**config.mk**
```make
export PLATFORM = sky130hd
export DESIGN_NAME = sagdet_top
export DESIGN_NICKNAME = d
export VERILOG_FILES = /design/src/rtl/sagdet_pkg.sv /design/src/rtl/sagdet_rect.sv /design/src/rtl/sagdet_window.sv /design/src/rtl/sagdet_vote.sv /design/src/rtl/sagdet_top.sv
export SDC_FILE = /design/constraint.sdc
export NUM_CORES = 1
export LEC_CHECK = 0
export BUFFER_PORTS_ARGS = -buffer_cell sky130_fd_sc_hd__buf_4
export CAP_MARGIN = 40
export CORE_UTILIZATION = 61
export DETAILED_ROUTE_END_ITERATION = 8
export GPL_ROUTABILITY_DRIVEN = 0
export PLACE_DENSITY = 0.94
export SETUP_SLACK_MARGIN = 0.1
export SYNTH_ARGS = -nofsm -noshare
export SYNTH_HDL_FRONTEND = slang
export SYNTH_SLANG_ARGS = --single-unit
```
**constraint.sdc**
```tcl
create_clock -name clk -period 10.9 [get_ports clk]
set_clock_uncertainty 0.05 [all_clocks]
set_input_delay 0.545 -clock clk [delete_from_list [all_inputs] [get_ports clk]]
set_output_delay 0.545 -clock clk [all_outputs]
set_load 0.005 [all_outputs]
```
**src/rtl/sagdet_pkg.sv**
```systemverilog
package sagdet_pkg;

    // Classification of one sample against the threshold.
    typedef enum logic [1:0] {
        CLS_NONE  = 2'd0,
        CLS_UNDER = 2'd1,
        CLS_OVER  = 2'd2
    } smp_cls_e;

endpackage

```
**src/rtl/sagdet_rect.sv**
```systemverilog
module sagdet_rect
    import sagdet_pkg::*;
#(
    parameter int SMP_W = 16
) (
    input  logic             tick_i,
    input  logic [SMP_W-1:0] data_i,
    input  logic [SMP_W-1:0] level_i,
    output smp_cls_e         cls_o
);

    logic [SMP_W-1:0] mag;

    always_comb begin
        // Magnitude: the most negative code maps to 2^(SMP_W-1), which fits unsigned.
        if (data_i[SMP_W-1]) begin
            mag = (~data_i) + 1'b1;
        end else begin
            mag = data_i;
        end

        if (!tick_i) begin
            cls_o = CLS_NONE;
        end else if (mag < level_i) begin
            cls_o = CLS_UNDER;
        end else begin
            cls_o = CLS_OVER;
        end
    end

endmodule

```
**src/rtl/sagdet_window.sv**
```systemverilog
module sagdet_window #(
    parameter int DUR_W = 16
) (
    input  logic             clk,
    input  logic             rst_n,
    input  logic             tick_i,
    input  logic [DUR_W-1:0] duration_i,
    output logic             clear_o,
    output logic             take_o,
    output logic             last_o
);

    typedef struct packed {
        logic [DUR_W-1:0] dur;
        logic [DUR_W-1:0] pos;
    } win_state_t;

    win_state_t st_d, st_q;
    logic       restart;
    logic       enabled;

    always_comb begin
        restart = (duration_i != st_q.dur);
        enabled = (st_q.dur != '0);
        clear_o = restart || !enabled;
        take_o  = tick_i && !clear_o;
        last_o  = take_o && (st_q.pos == st_q.dur - 1'b1);

        st_d     = st_q;
        st_d.dur = duration_i;
        if (clear_o || last_o) begin
            st_d.pos = '0;
        end else if (take_o) begin
            st_d.pos = st_q.pos + 1'b1;
        end
    end

    always_ff @(posedge clk) begin
        if (!rst_n) begin
            st_q <= '0;
        end else begin
            st_q <= st_d;
        end
    end

endmodule

```
**src/rtl/sagdet_vote.sv**
```systemverilog
module sagdet_vote
    import sagdet_pkg::*;
#(
    parameter int DUR_W = 16
) (
    input  logic     clk,
    input  logic     rst_n,
    input  logic     clear_i,
    input  logic     take_i,
    input  logic     last_i,
    input  smp_cls_e cls_i,
    output logic     under_wins_o
);

    localparam int CW = DUR_W + 1;

    typedef struct packed {
        logic [DUR_W-1:0] under;
        logic [DUR_W-1:0] over;
    } vote_state_t;

    vote_state_t st_d, st_q;
    logic        inc_under;
    logic        inc_over;
    logic [CW-1:0] tot_under;
    logic [CW-1:0] tot_over;

    always_comb begin
        inc_under = take_i && (cls_i == CLS_UNDER);
        inc_over  = take_i && (cls_i == CLS_OVER);
        tot_under = {1'b0, st_q.under} + CW'(inc_under);
        tot_over  = {1'b0, st_q.over}  + CW'(inc_over);
        under_wins_o = tot_under > tot_over;

        st_d = st_q;
        if (clear_i || last_i) begin
            st_d = '0;
        end else begin
            st_d.under = tot_under[DUR_W-1:0];
            st_d.over  = tot_over[DUR_W-1:0];
        end
    end

    always_ff @(posedge clk) begin
        if (!rst_n) begin
            st_q <= '0;
        end else begin
            st_q <= st_d;
        end
    end

endmodule

```
**src/rtl/sagdet_top.sv**
```systemverilog
module sagdet_top
    import sagdet_pkg::*;
#(
    parameter int SMP_W = 16,
    parameter int DUR_W = 16
) (
    input  logic             clk,
    input  logic             rst_n,
    input  logic             smp_tick,
    input  logic [SMP_W-1:0] smp_data,
    input  logic [SMP_W-1:0] level,
    input  logic [DUR_W-1:0] duration,
    input  logic             clr_flag,
    output logic             flag,
    output logic             win_done
);

    typedef struct packed {
        logic flag;
        logic done;
    } out_state_t;

    out_state_t st_d, st_q;
    smp_cls_e   cls;
    logic       win_clear;
    logic       win_take;
    logic       win_last;
    logic       under_wins;

    sagdet_rect #(.SMP_W(SMP_W)) u_rect (
        .tick_i  (smp_tick),
        .data_i  (smp_data),
        .level_i (level),
        .cls_o   (cls)
    );

    sagdet_window #(.DUR_W(DUR_W)) u_window (
        .clk        (clk),
        .rst_n      (rst_n),
        .tick_i     (smp_tick),
        .duration_i (duration),
        .clear_o    (win_clear),
        .take_o     (win_take),
        .last_o     (win_last)
    );

    sagdet_vote #(.DUR_W(DUR_W)) u_vote (
        .clk          (clk),
        .rst_n        (rst_n),
        .clear_i      (win_clear),
        .take_i       (win_take),
        .last_i       (win_last),
        .cls_i        (cls),
        .under_wins_o (under_wins)
    );

    always_comb begin
        st_d      = st_q;
        st_d.done = win_last;
        // A set at a window close takes priority over a clear.
        if (win_last && under_wins) begin
            st_d.flag = 1'b1;
        end else if (clr_flag) begin
            st_d.flag = 1'b0;
        end
    end

    always_ff @(posedge clk) begin
        if (!rst_n) begin
            st_q <= '0;
        end else begin
            st_q <= st_d;
        end
    end

    assign flag     = st_q.flag;
    assign win_done = st_q.done;

endmodule

```
# Yosys cells after proc, flatten, opt, wreduce, memory -nomap -nowiden
# Cells that the tools add are included.
dict set report word_totals {
  register_bits 66
  word_cells 36
}
dict set report op_classes {
  addsub 5
  n_lt_le_gt_ge 2
  eq_ne 4
  n_mux 5
  n_bitwise 2
  reduce_logical 12
}
# op count
set ops {}
lappend ops {{16-bit by 1-bit adder with 17-bit output} 2}
lappend ops {{16-bit by 1-bit adder with 16-bit output, second input constant} 2}
lappend ops {{17-bit > comparator} 1}
lappend ops {{16-bit equality test} 1}
lappend ops {{16-bit less-than comparator} 1}
lappend ops {{16-bit two-way mux} 1}
lappend ops {{16-bit inequality test} 1}
lappend ops {{16-bit inverter} 1}
lappend ops {{16-bit nonzero test} 1}
lappend ops {{16-bit by 1-bit subtractor with 16-bit output, second input constant} 1}
lappend ops {{1-bit logical AND} 5}
lappend ops {{2-bit two-way mux} 2}
lappend ops {{2-bit by 1-bit equality test with 1-bit output, second input constant} 1}
lappend ops {{2-bit equality test, second input constant} 1}
lappend ops {{1-bit logical NOT} 2}
lappend ops {{1-bit logical OR} 2}
lappend ops {{1-bit two-way mux} 2}
lappend ops {{2-bit nonzero test} 1}
lappend ops {{2-bit OR reduction} 1}
lappend ops {{1-bit inverter} 1}

# Logic depth before layout (Yosys ltp)
# Gate-level depths: netlist of the first run.
dict set report depth {
  word_depth 12
  mapped_depth 29
}

# By module
# A second synthesis of the first run with hierarchy kept.
dict set report unflattened {
  cells_unflattened 547
  hier_area_um2 4677.0
}
# mod n_inst cells_per_inst area_per_inst_um2
set by_module_without_submodules {}
lappend by_module_without_submodules {sagdet_window 1 237 2055.7}
lappend by_module_without_submodules {sagdet_vote 1 206 1824.2}
lappend by_module_without_submodules {sagdet_rect 1 98 729.4}
lappend by_module_without_submodules {sagdet_top 1 6 67.6}

# Least setup slack after synthesis of the first run
# No wires, ideal clock.
dict set report synth_timing {
  path_kind {in2reg}
  start {in smp_data[0]}
  end {reg st_q (netlist bit flag)}
  setup_time_ns 0.116
  t_arrival_ns 4.787
  required_time_ns 10.734
  path_slack_ns 5.947
  cell_stages 28
  cell_sequence {inv_1 ha_1 nand2b_1 nor2_1 nand2_1 or2_2 nand2b_1 o41ai_1 xnor2_1 ha_1 nand4_1 nor2_1 o211ai_1 a31oi_1 ha_1 ha_1 and3_1 and3_1 nand3_1 xor2_1 ha_1 nand3_1 nand2_1 a21oi_1 o21ai_0 a211oi_1 a21oi_1 a31o_2}
}
dict set report synth_via {
  elab_chain_len 12
}
# item line
set synth_lines {}
lappend synth_lines {{start, declared} sagdet_top.sv:10} ;# input logic [SMP_W-1:0] smp_data,
lappend synth_lines {{16-bit inverter} sagdet_rect.sv:17} ;# mag = (~data_i) + 1'b1;
lappend synth_lines {{16-bit by 1-bit adder with 16-bit output} sagdet_rect.sv:17}
lappend synth_lines {{16-bit two-way mux (*)} sagdet_rect.sv:16} ;# if (data_i[SMP_W-1]) begin
lappend synth_lines {{16-bit less-than comparator (*)} sagdet_rect.sv:24} ;# end else if (mag < level_i) begin
lappend synth_lines {{2-bit two-way mux (*)} sagdet_rect.sv:24}
lappend synth_lines {{2-bit two-way mux (*)} sagdet_rect.sv:22} ;# if (!tick_i) begin
lappend synth_lines {{2-bit by 1-bit equality test with 1-bit output / 2-bit equality test (equally long branches)} {sagdet_vote.sv:29, sagdet_vote.sv:30}}
lappend synth_lines {{1-bit logical AND, on equally long branches} {sagdet_vote.sv:29, sagdet_vote.sv:30}}
lappend synth_lines {{16-bit by 1-bit adder with 17-bit output, on equally long branches} {sagdet_vote.sv:31, sagdet_vote.sv:32}}
lappend synth_lines {{17-bit > comparator (*)} sagdet_vote.sv:33} ;# under_wins_o = tot_under > tot_over;
lappend synth_lines {{1-bit logical AND (*)} sagdet_top.sv:61} ;# if (win_last && under_wins) begin
lappend synth_lines {{1-bit two-way mux / 2-bit nonzero test (equally long branches)} --}
lappend synth_lines {{end signal, assigned} sagdet_top.sv:72} ;# st_q <= st_d;
lappend synth_lines {{end, declared} sagdet_top.sv:23} ;# out_state_t st_d, st_q;
# Every way passes the cells marked *; elsewhere a longest branch is shown, timed or not.
# A chain may end at the register's enable or synchronous reset.

# Final worst setup path of the first run
dict set report layout_timing {
  start {in smp_data[1]}
  end {reg st_q (netlist bit flag)}
}
dict set report layout_via {
  elab_chain_len 12
}
# item line
set layout_lines {}
lappend layout_lines {{16-bit inverter} sagdet_rect.sv:17}
lappend layout_lines {{16-bit by 1-bit adder with 16-bit output} sagdet_rect.sv:17}
lappend layout_lines {{16-bit two-way mux (*)} sagdet_rect.sv:16}
lappend layout_lines {{16-bit less-than comparator (*)} sagdet_rect.sv:24}
lappend layout_lines {{2-bit two-way mux (*)} sagdet_rect.sv:24}
lappend layout_lines {{2-bit two-way mux (*)} sagdet_rect.sv:22}
lappend layout_lines {{2-bit by 1-bit equality test with 1-bit output (*)} sagdet_vote.sv:29} ;# inc_under = take_i && (cls_i == CLS_UNDER);
lappend layout_lines {{1-bit logical AND (*)} sagdet_vote.sv:29}
lappend layout_lines {{16-bit by 1-bit adder with 17-bit output (*)} sagdet_vote.sv:31} ;# tot_under = {1'b0, st_q.under} + CW'(inc_under);
lappend layout_lines {{via u_vote.tot_under[15]} sagdet_vote.sv:25} ;# logic [CW-1:0] tot_under;
lappend layout_lines {{17-bit > comparator (*)} sagdet_vote.sv:33}
lappend layout_lines {{1-bit logical AND (*)} sagdet_top.sv:61}
lappend layout_lines {{1-bit two-way mux / 2-bit nonzero test (equally long branches)} --}
# Mark *: on every way through the listed nets, which the timed path passes. The rest lies on a longest branch.

==> results of run 1 <==
## cell usage after synthesis, drive strengths merged (2+ instances only)
cell type,count,area share
o211ai,2,0.0032
mux2,2,0.0048
nand2,32,0.026
and4,3,0.0056
ha,38,0.10
clkbuf,6,0.0048
nand3,24,0.026
nor2,17,0.014
o2111ai,2,0.0038
o21a,2,0.0032
a21o,7,0.011
and2,37,0.050
dfxtp,66,0.28
nand4,18,0.024
a21oi,12,0.013
or4,3,0.0056
o21ai,12,0.013
nand2b,9,0.012
nor4,7,0.016
o41ai,2,0.0038
and3,23,0.031
or3,3,0.0051
buf,15,0.024
a31oi,2,0.0040
o31ai,2,0.0032
a211oi,3,0.0048
nor3,40,0.075
mux2i,3,0.0064
xor2,34,0.064
inv,25,0.020
xnor2,58,0.11
## cell usage in the layout (no fill, tap or decap), types with 2 or more instances in the layout
cell | netlist | final
and3_1 | 23 | 22
o21ai_0 | 11 | 11
and2_1 | 37 | 37
inv_1 | 25 | 25
ha_1 | 38 | 38
o211ai_1 | 2 | 2
o21a_1 | 2 | 2
dfxtp_1 | 66 | 66
o31ai_1 | 2 | 2
a211oi_1 | 3 | 3
nor3_2 | 30 | 30
or4_1 | 2 | 2
xor2_1 | 34 | 34
o41ai_1 | 2 | 2
o2111ai_1 | 2 | 2
a21o_1 | 7 | 7
nor4_1 | 5 | 5
xnor2_1 | 58 | 58
and4_1 | 3 | 3
or3_1 | 2 | 2
nand4_1 | 18 | 18
nor4_4 | 2 | 2
mux2_2 | 2 | 2
nand2b_1 | 9 | 9
buf_16 | 0 | 2
nand2_1 | 31 | 31
buf_4 | 0 | 53
a21oi_1 | 12 | 12
mux2i_1 | 3 | 3
clkbuf_8 | 0 | 12
nand3_1 | 24 | 24
nor3_1 | 10 | 10
nor2_1 | 17 | 17
## cells by family (layout without fill, tap and decap cells)
| logic type | after synthesis | in the layout | share of synthesized area |
|---|---|---|---|
| flip-flops | 66 | 66 | 0.283 |
| adder cells (fa/ha/maj) | 39 | 39 | 0.104 |
| XOR/XNOR | 92 | 92 | 0.173 |
| multiplexers | 5 | 5 | 0.0113 |
| AO/OA/AOI/OAI | 51 | 51 | 0.0736 |
| AND/OR/NAND/NOR | 225 | 225 | 0.306 |
| buffers and inverters | 46 | 95 | 0.0489 |
## report_power, final
| part | internal (mW) | leakage (nW) | switching [mW] | total (mW) |
|---|---|---|---|---|
| clock | 0.123 | 0.106 | 0.0892 | 0.212 |
| combinational | 0.0390 | 1.56 | 0.0323 | 0.0713 |
| sequential | 0.244 | 0.536 | 0.00717 | 0.251 |
## flip-flops by register name, summed over array words and instances (netlist names)
register,count
u_vote.st_q,32
u_window.st_q,32
flag,1
win_done,1
## how the worst max path moves through the flow
stage / end / slack (ns) / cells past startpoint
after floorplan: flag$_SDFFE_PN0P_ / 5.95 / 28
after global placement: flag$_SDFFE_PN0P_ / 5.38 / 29
after detailed placement: flag$_SDFFE_PN0P_ / 5.28 / 26
after CTS: flag$_SDFFE_PN0P_ / 5.51 / 29
after global routing: flag$_SDFFE_PN0P_ / 5.00 / 29
final: flag$_SDFFE_PN0P_ / 5.41 / 26
## worst max-delay path: stages
cell and delay [ns]:
buf_4 0.11, nor3_1 0.24, nand2_1 0.10, or3_1 0.36, o31ai_1 0.35, xnor2_1 0.18
ha_1 0.27, a21o_1 0.17, a21o_1 0.17, a21oi_1 0.14, nor2_1 0.06, a21oi_1 0.16
and4b_1 0.22, ha_1 0.21, and4_1 0.29, and3_1 0.20, nand4_1 0.12, xnor2_1 0.27
ha_1 0.33, a21oi_1 0.22, nand2_1 0.08, a21oi_1 0.15, o21ai_0 0.11, a211oi_1 0.23
a21oi_1 0.11, a31o_2 0.25
## final cells by class
| cell class | instances | area share |
|---|---|---|
| clock buffer | 13 | 0.0318 |
| timing repair buffer | 55 | 0.0853 |
| inverter | 25 | 0.0177 |
| sequential | 66 | 0.249 |
| clock inverter | 2 | 0.00660 |
| tap | 99 | 0.0233 |
| multi-input combinational | 412 | 0.586 |
## stage by stage
step | setup slack [ns] | std cells
2_1_floorplan | 5.95 | 524
5_1_grt | 5.00 | 672
6_report | 5.41 | 672
3_5_place_dp | 5.28 | 657
3_3_place_gp | 5.38 | 655
4_1_cts | 5.51 | 672
## per-layer routing
| layer | vias to the layer above | routed length [um] | part of all wire |
|---|---|---|---|
| li1 | 1916 | - | - |
| met4 | 0 | 251 | 0.024 |
| met3 | 30 | 728 | 0.069 |
| met2 | 187 | 5220 | 0.50 |
| met1 | 1811 | 4310 | 0.41 |
| met5 | - | 0 | 0 |
==> summary.md, run 1 <==
| Metric | Value |
|---|---|
| Clk sink count | 66 |
| Num CTS Buffers | 9 |
| Post-DP HPWL | 8060 um |
| CTS max path bufs | 2 |
| Final Util | 0.724 |
| Design Power | 535 uW |
| Post-synth net total | 614 |
| Worst-Margin Slew | 0.871 ns |
| Final Cycle Share | 0.503 |
| Pin count of the biggest net entering global routing | 21 |
| Count of cell types in the netlist | 55 |
| Hold_ws | 0.372 ns |
| Ys Warns | 0 |
| GR Util met2 | 0.477 |
| Post-route cell area | 0.00531 mm2 |
| Clock Latency Late Sink | 0.34 ns |
| Global route hottest layer | met2 |
| GR Util met3 | 0.0600 |
| Worst hold path type | in2reg |
| Initial antenna violation count | 0 |
| Min cycle time layout | 5.49 ns |
| Worst Path Arrival | 5.66 ns |
| Setup fix buffers added after clock tree synthesis | 0 |
| Worst reg2reg path depth | 19 |
| Hold_sp | duration[13] |
| Global-route wire length before repair | 16800 um |
| Met1 usage | 0.319 |
| P_leak | 2.21 nW |
| Worst VDD drop | 63.1 uV |
| Port bufs | 53 |
| Worst relative slew slack | 0.418 |
| Status | completed |
| Final hold violations | 0 |
| Worst setup startpoint | smp_data[1] |
| Setup-failing EPs final | 0 |
| Post-CTS Resized | 0 |
| First drt pass iteration count | 5 |
| Fillers | 482 |
| Area growth syn-to-layout | 13.9% |
| Sequential cell area fraction in the yosys report | 0.283 |
| Area of the multi-input gates | 0.00311 mm2 |
| R2R setup slack | 5.59 ns |
| Core area | 0.00733 mm2 |
| CP Launch Type | input port |
| Root buffer cell | clkbuf_8 |
| GR Util All Layers | 0.271 |
| Layout cells sized above 1 | 0.195 |
| Slew Limit Fails | 0 |
| Die Width | 89.4 um |
| Max Fclk | 182 MHz |
| Hold buffers post-CTS | 0 |
| Via-to-Cell Ratio | 5.87 |
| Boundary pin count | 54 |
| Hold path endpoint | u_window.st_q[29]$_SDFF_PN0_ |
| Worst Hold Depth | 2 |
| Critical Path RT | 11.08 ns |
| Reg area | 0.00132 mm2 |
| Pwr dens | 101 mW/mm2 |
| Worst R2R Start | u_window.st_q[25]$_SDFF_PN0_ |
| Die area | 0.00799 mm2 |
| Worst Path Max Fanout | 4 |
| Cells after synthesis | 524 |
| Max-cap viol count | 0 |
| Via count | 3944 |
| Initial Util | 0.636 |
| CTS tree | built |
| Detail Route Antenna Nets | 0 |
| Syn_area_per_cell | 8.89 um2 |
| Vias in the first global route | 3821 |
| R2r endpoint | flag$_SDFFE_PN0P_ |
| Die H | 89.4 um |
| H-tree level count | 3 |
| Primary FF master, synth | dfxtp_1 |
| Post-synth ARST share | 0 |
| EDFF count, synth | 0 |
| Synth Register Bits | 66 |
| Fin nets | 659 |
| Routed wire length | 10500 um |
| Site row count | 31 |
| CP Capture Type | flop |
| Critical path class | in2reg |
| Total grt overflow | 0 |
| RSZ-0062 raised after global routing | false |
| Drt wl/cell | 15.6 um |
| DP Area | 0.00510 mm2 |
| Setup TNS | 0 ns |
| Worst-path clk slew | 0.07 ns |
| Iteration-0 DRC Markers | 334 |
| DRC viols | 0 |
| Antenna fix cells | 0 |
| Mapped Area | 0.00466 mm2 |
(Power assumes the default switching activity.)
==> run 2: changes to the inputs <==
Settings changed: CORE_UTILIZATION 61 to 59, PLACE_DENSITY 0.94 to 0.91.
Clock period 10.9 ns to 5.3 ns, I/O delays scaled along.
==> run 2 against run 1 <==
Compared with the run above:
- sequential power is 110% higher
- count of clock-buffer cells in the layout is 2 lower
- core utilization is 2.6 points lower
- largest cell class unchanged
==> summary.md, run 2 (synthesized netlist as in run 1, its figures left out) <==
| Metric | Value |
|---|---|
| Critical path class | in2reg |
| Pin count of the biggest net entering global routing | 34 |
| Worst Path Max Fanout | 4 |
| Hold buffers post-CTS | 0 |
| Via-to-Cell Ratio | 5.76 |
| Clock Latency Late Sink | 0.34 ns |
| Worst relative slew slack | 0.376 |
| Cell family with most CP delay | simple AND/OR/NAND/NOR gates |
| Clk sink count | 66 |
| Pwr dens | 212 mW/mm2 |
| DRC viols | 0 |
| Worst-Margin Slew | 0.937 ns |
| Total grt overflow | 0 |
| Routed wire length | 10300 um |
| CP Launch Type | input port |
| Int Power | 859 uW |
| Drt wl/cell | 15.2 um |
| Worst-path clk slew | 0.07 ns |
| Max-cap viol count | 0 |
| Sw power | 278 uW |
| Place WS | -0.130 ns |
| Worst path slowest cell | ha_1 |
| Gate power share | 0.131 |
| Post-route cell area | 0.00537 mm2 |
| Worst setup startpoint | smp_data[0] |
| Initial Util | 0.606 |
| Commonest non-fill, non-tap cell in the layout | dfxtp_1 |
| Min cycle time layout | 4.92 ns |
| Most common cell on crit path | ha_1 |
| Port bufs | 53 |
| Crit-path max cell delay | 0.32 ns |
| Final hold violations | 0 |
| Initial antenna violation count | 0 |
| Fin nets | 659 |
| Switching part of the total | 0.244 |
| Setup-failing EPs final | 0 |
| Die Width | 90.9 um |
| Critical Path RT | 5.49 ns |
| Worst R2R Start | u_window.st_q[25]$_SDFF_PN0_ |
| Max Fclk | 203 MHz |
| Via count | 3894 |
| Worst Path Arrival | 5.11 ns |
| Slew Limit Fails | 0 |
| Site row count | 32 |
| Setup WS post-layout | 0.379 ns |
| Num CTS Buffers | 9 |
| GR Util All Layers | 0.249 |
| Area growth syn-to-layout | 15.2% |
| CTS max path bufs | 2 |
| Boundary pin count | 54 |
| Most frequent cells in the layout | dfxtp_1, xnor2_1, buf_4 |
| Biggest regs | u_vote.st_q: 32 flops, u_window.st_q: 32 flops |
| Antenna fix cells | 0 |
| Final Cycle Share | 0.928 |
| Status | completed |
| Detail Route Antenna Nets | 0 |
| Die H | 90.9 um |
| CP Capture Type | flop |
| RSZ-0062 raised after global routing | false |
| Post-DP HPWL | 7510 um |
| DP Area | 0.00507 mm2 |
| Buf+Inv Stages, Crit Path | 2 |
| Root buffer cell | clkbuf_8 |
| Core area | 0.00769 mm2 |
| P_leak | 2.20 nW |
| Hold_sp | duration[9] |
| Die area | 0.00826 mm2 |
| Global-route wire length before repair | 16700 um |
| Clock share of power | 0.416 |
| Register share of total power | 0.454 |
| Vias in the first global route | 3805 |
| First drt pass iteration count | 4 |
| Layout cells sized above 1 | 0.226 |
| CTS tree | built |
| Worst VDD drop | 139 uV |
| Iteration-0 DRC Markers | 178 |
| Worst hold path type | in2reg |
| H-tree level count | 3 |
run 2: power groups by stage:
stage | clock network, mW | registers [mW] | logic, mW
after floorplan | 0 | 0.519 | 0.0955
after global placement | 0 | 0.526 | 0.136
after detailed placement | 0 | 0.526 | 0.144
after CTS | 0.480 | 0.515 | 0.146
after global routing | 0.501 | 0.517 | 0.166
final | 0.473 | 0.516 | 0.149
run 2: worst paths after layout:
path	to	slack, ns	cells past startpoint
setup / recovery	flag$_SDFFE_PN0P_	0.38	29
hold / removal	u_window.st_q[25]$_SDFF_PN0_	0.09	2
setup reg to reg	flag$_SDFFE_PN0P_	0.65	19
hold reg to reg	u_window.st_q[15]$_SDFFE_PP0P_	0.54	2
run 2: cell type report:
type	instances	area [um2]
Clock buffer	11	141
Clock inverter	5	77.6
Fill cell	579	2320
Inverter	25	93.8
Multi-Input combinational cell	412	3190
Sequential cell	66	1320
Tap cell	102	128
Timing Repair Buffer	55	413
run 2: what timing repair did:
item / CTS / global route
gates resized for setup: 0 / 19
endpoints found under the setup margin: 0 / 1
buffers inserted: 0 / 0
endpoints found under the hold margin: 0 / 0
run 2: layer usage:
metal,up-vias,global-route usage,share of wire
li1,1914,-,-
met2,124,0.433,0.50
met4,0,0.0833,0.016
met3,18,0.0505,0.048
met5,-,0,0
met1,1838,0.306,0.44
run 2: stage by stage:
stage	hold WS [ns]	power, mW	std cells	utilization	setup TNS (ns)
2_1_floorplan	0.337	0.615	524	-	0
3_3_place_gp	0.437	0.662	660	0.659	0
3_5_place_dp	0.440	0.670	660	0.659	-0.130
4_1_cts	0.0794	1.14	676	0.688	0
5_1_grt	0.0745	1.18	676	0.698	0
6_report	0.0924	1.14	676	0.698	0
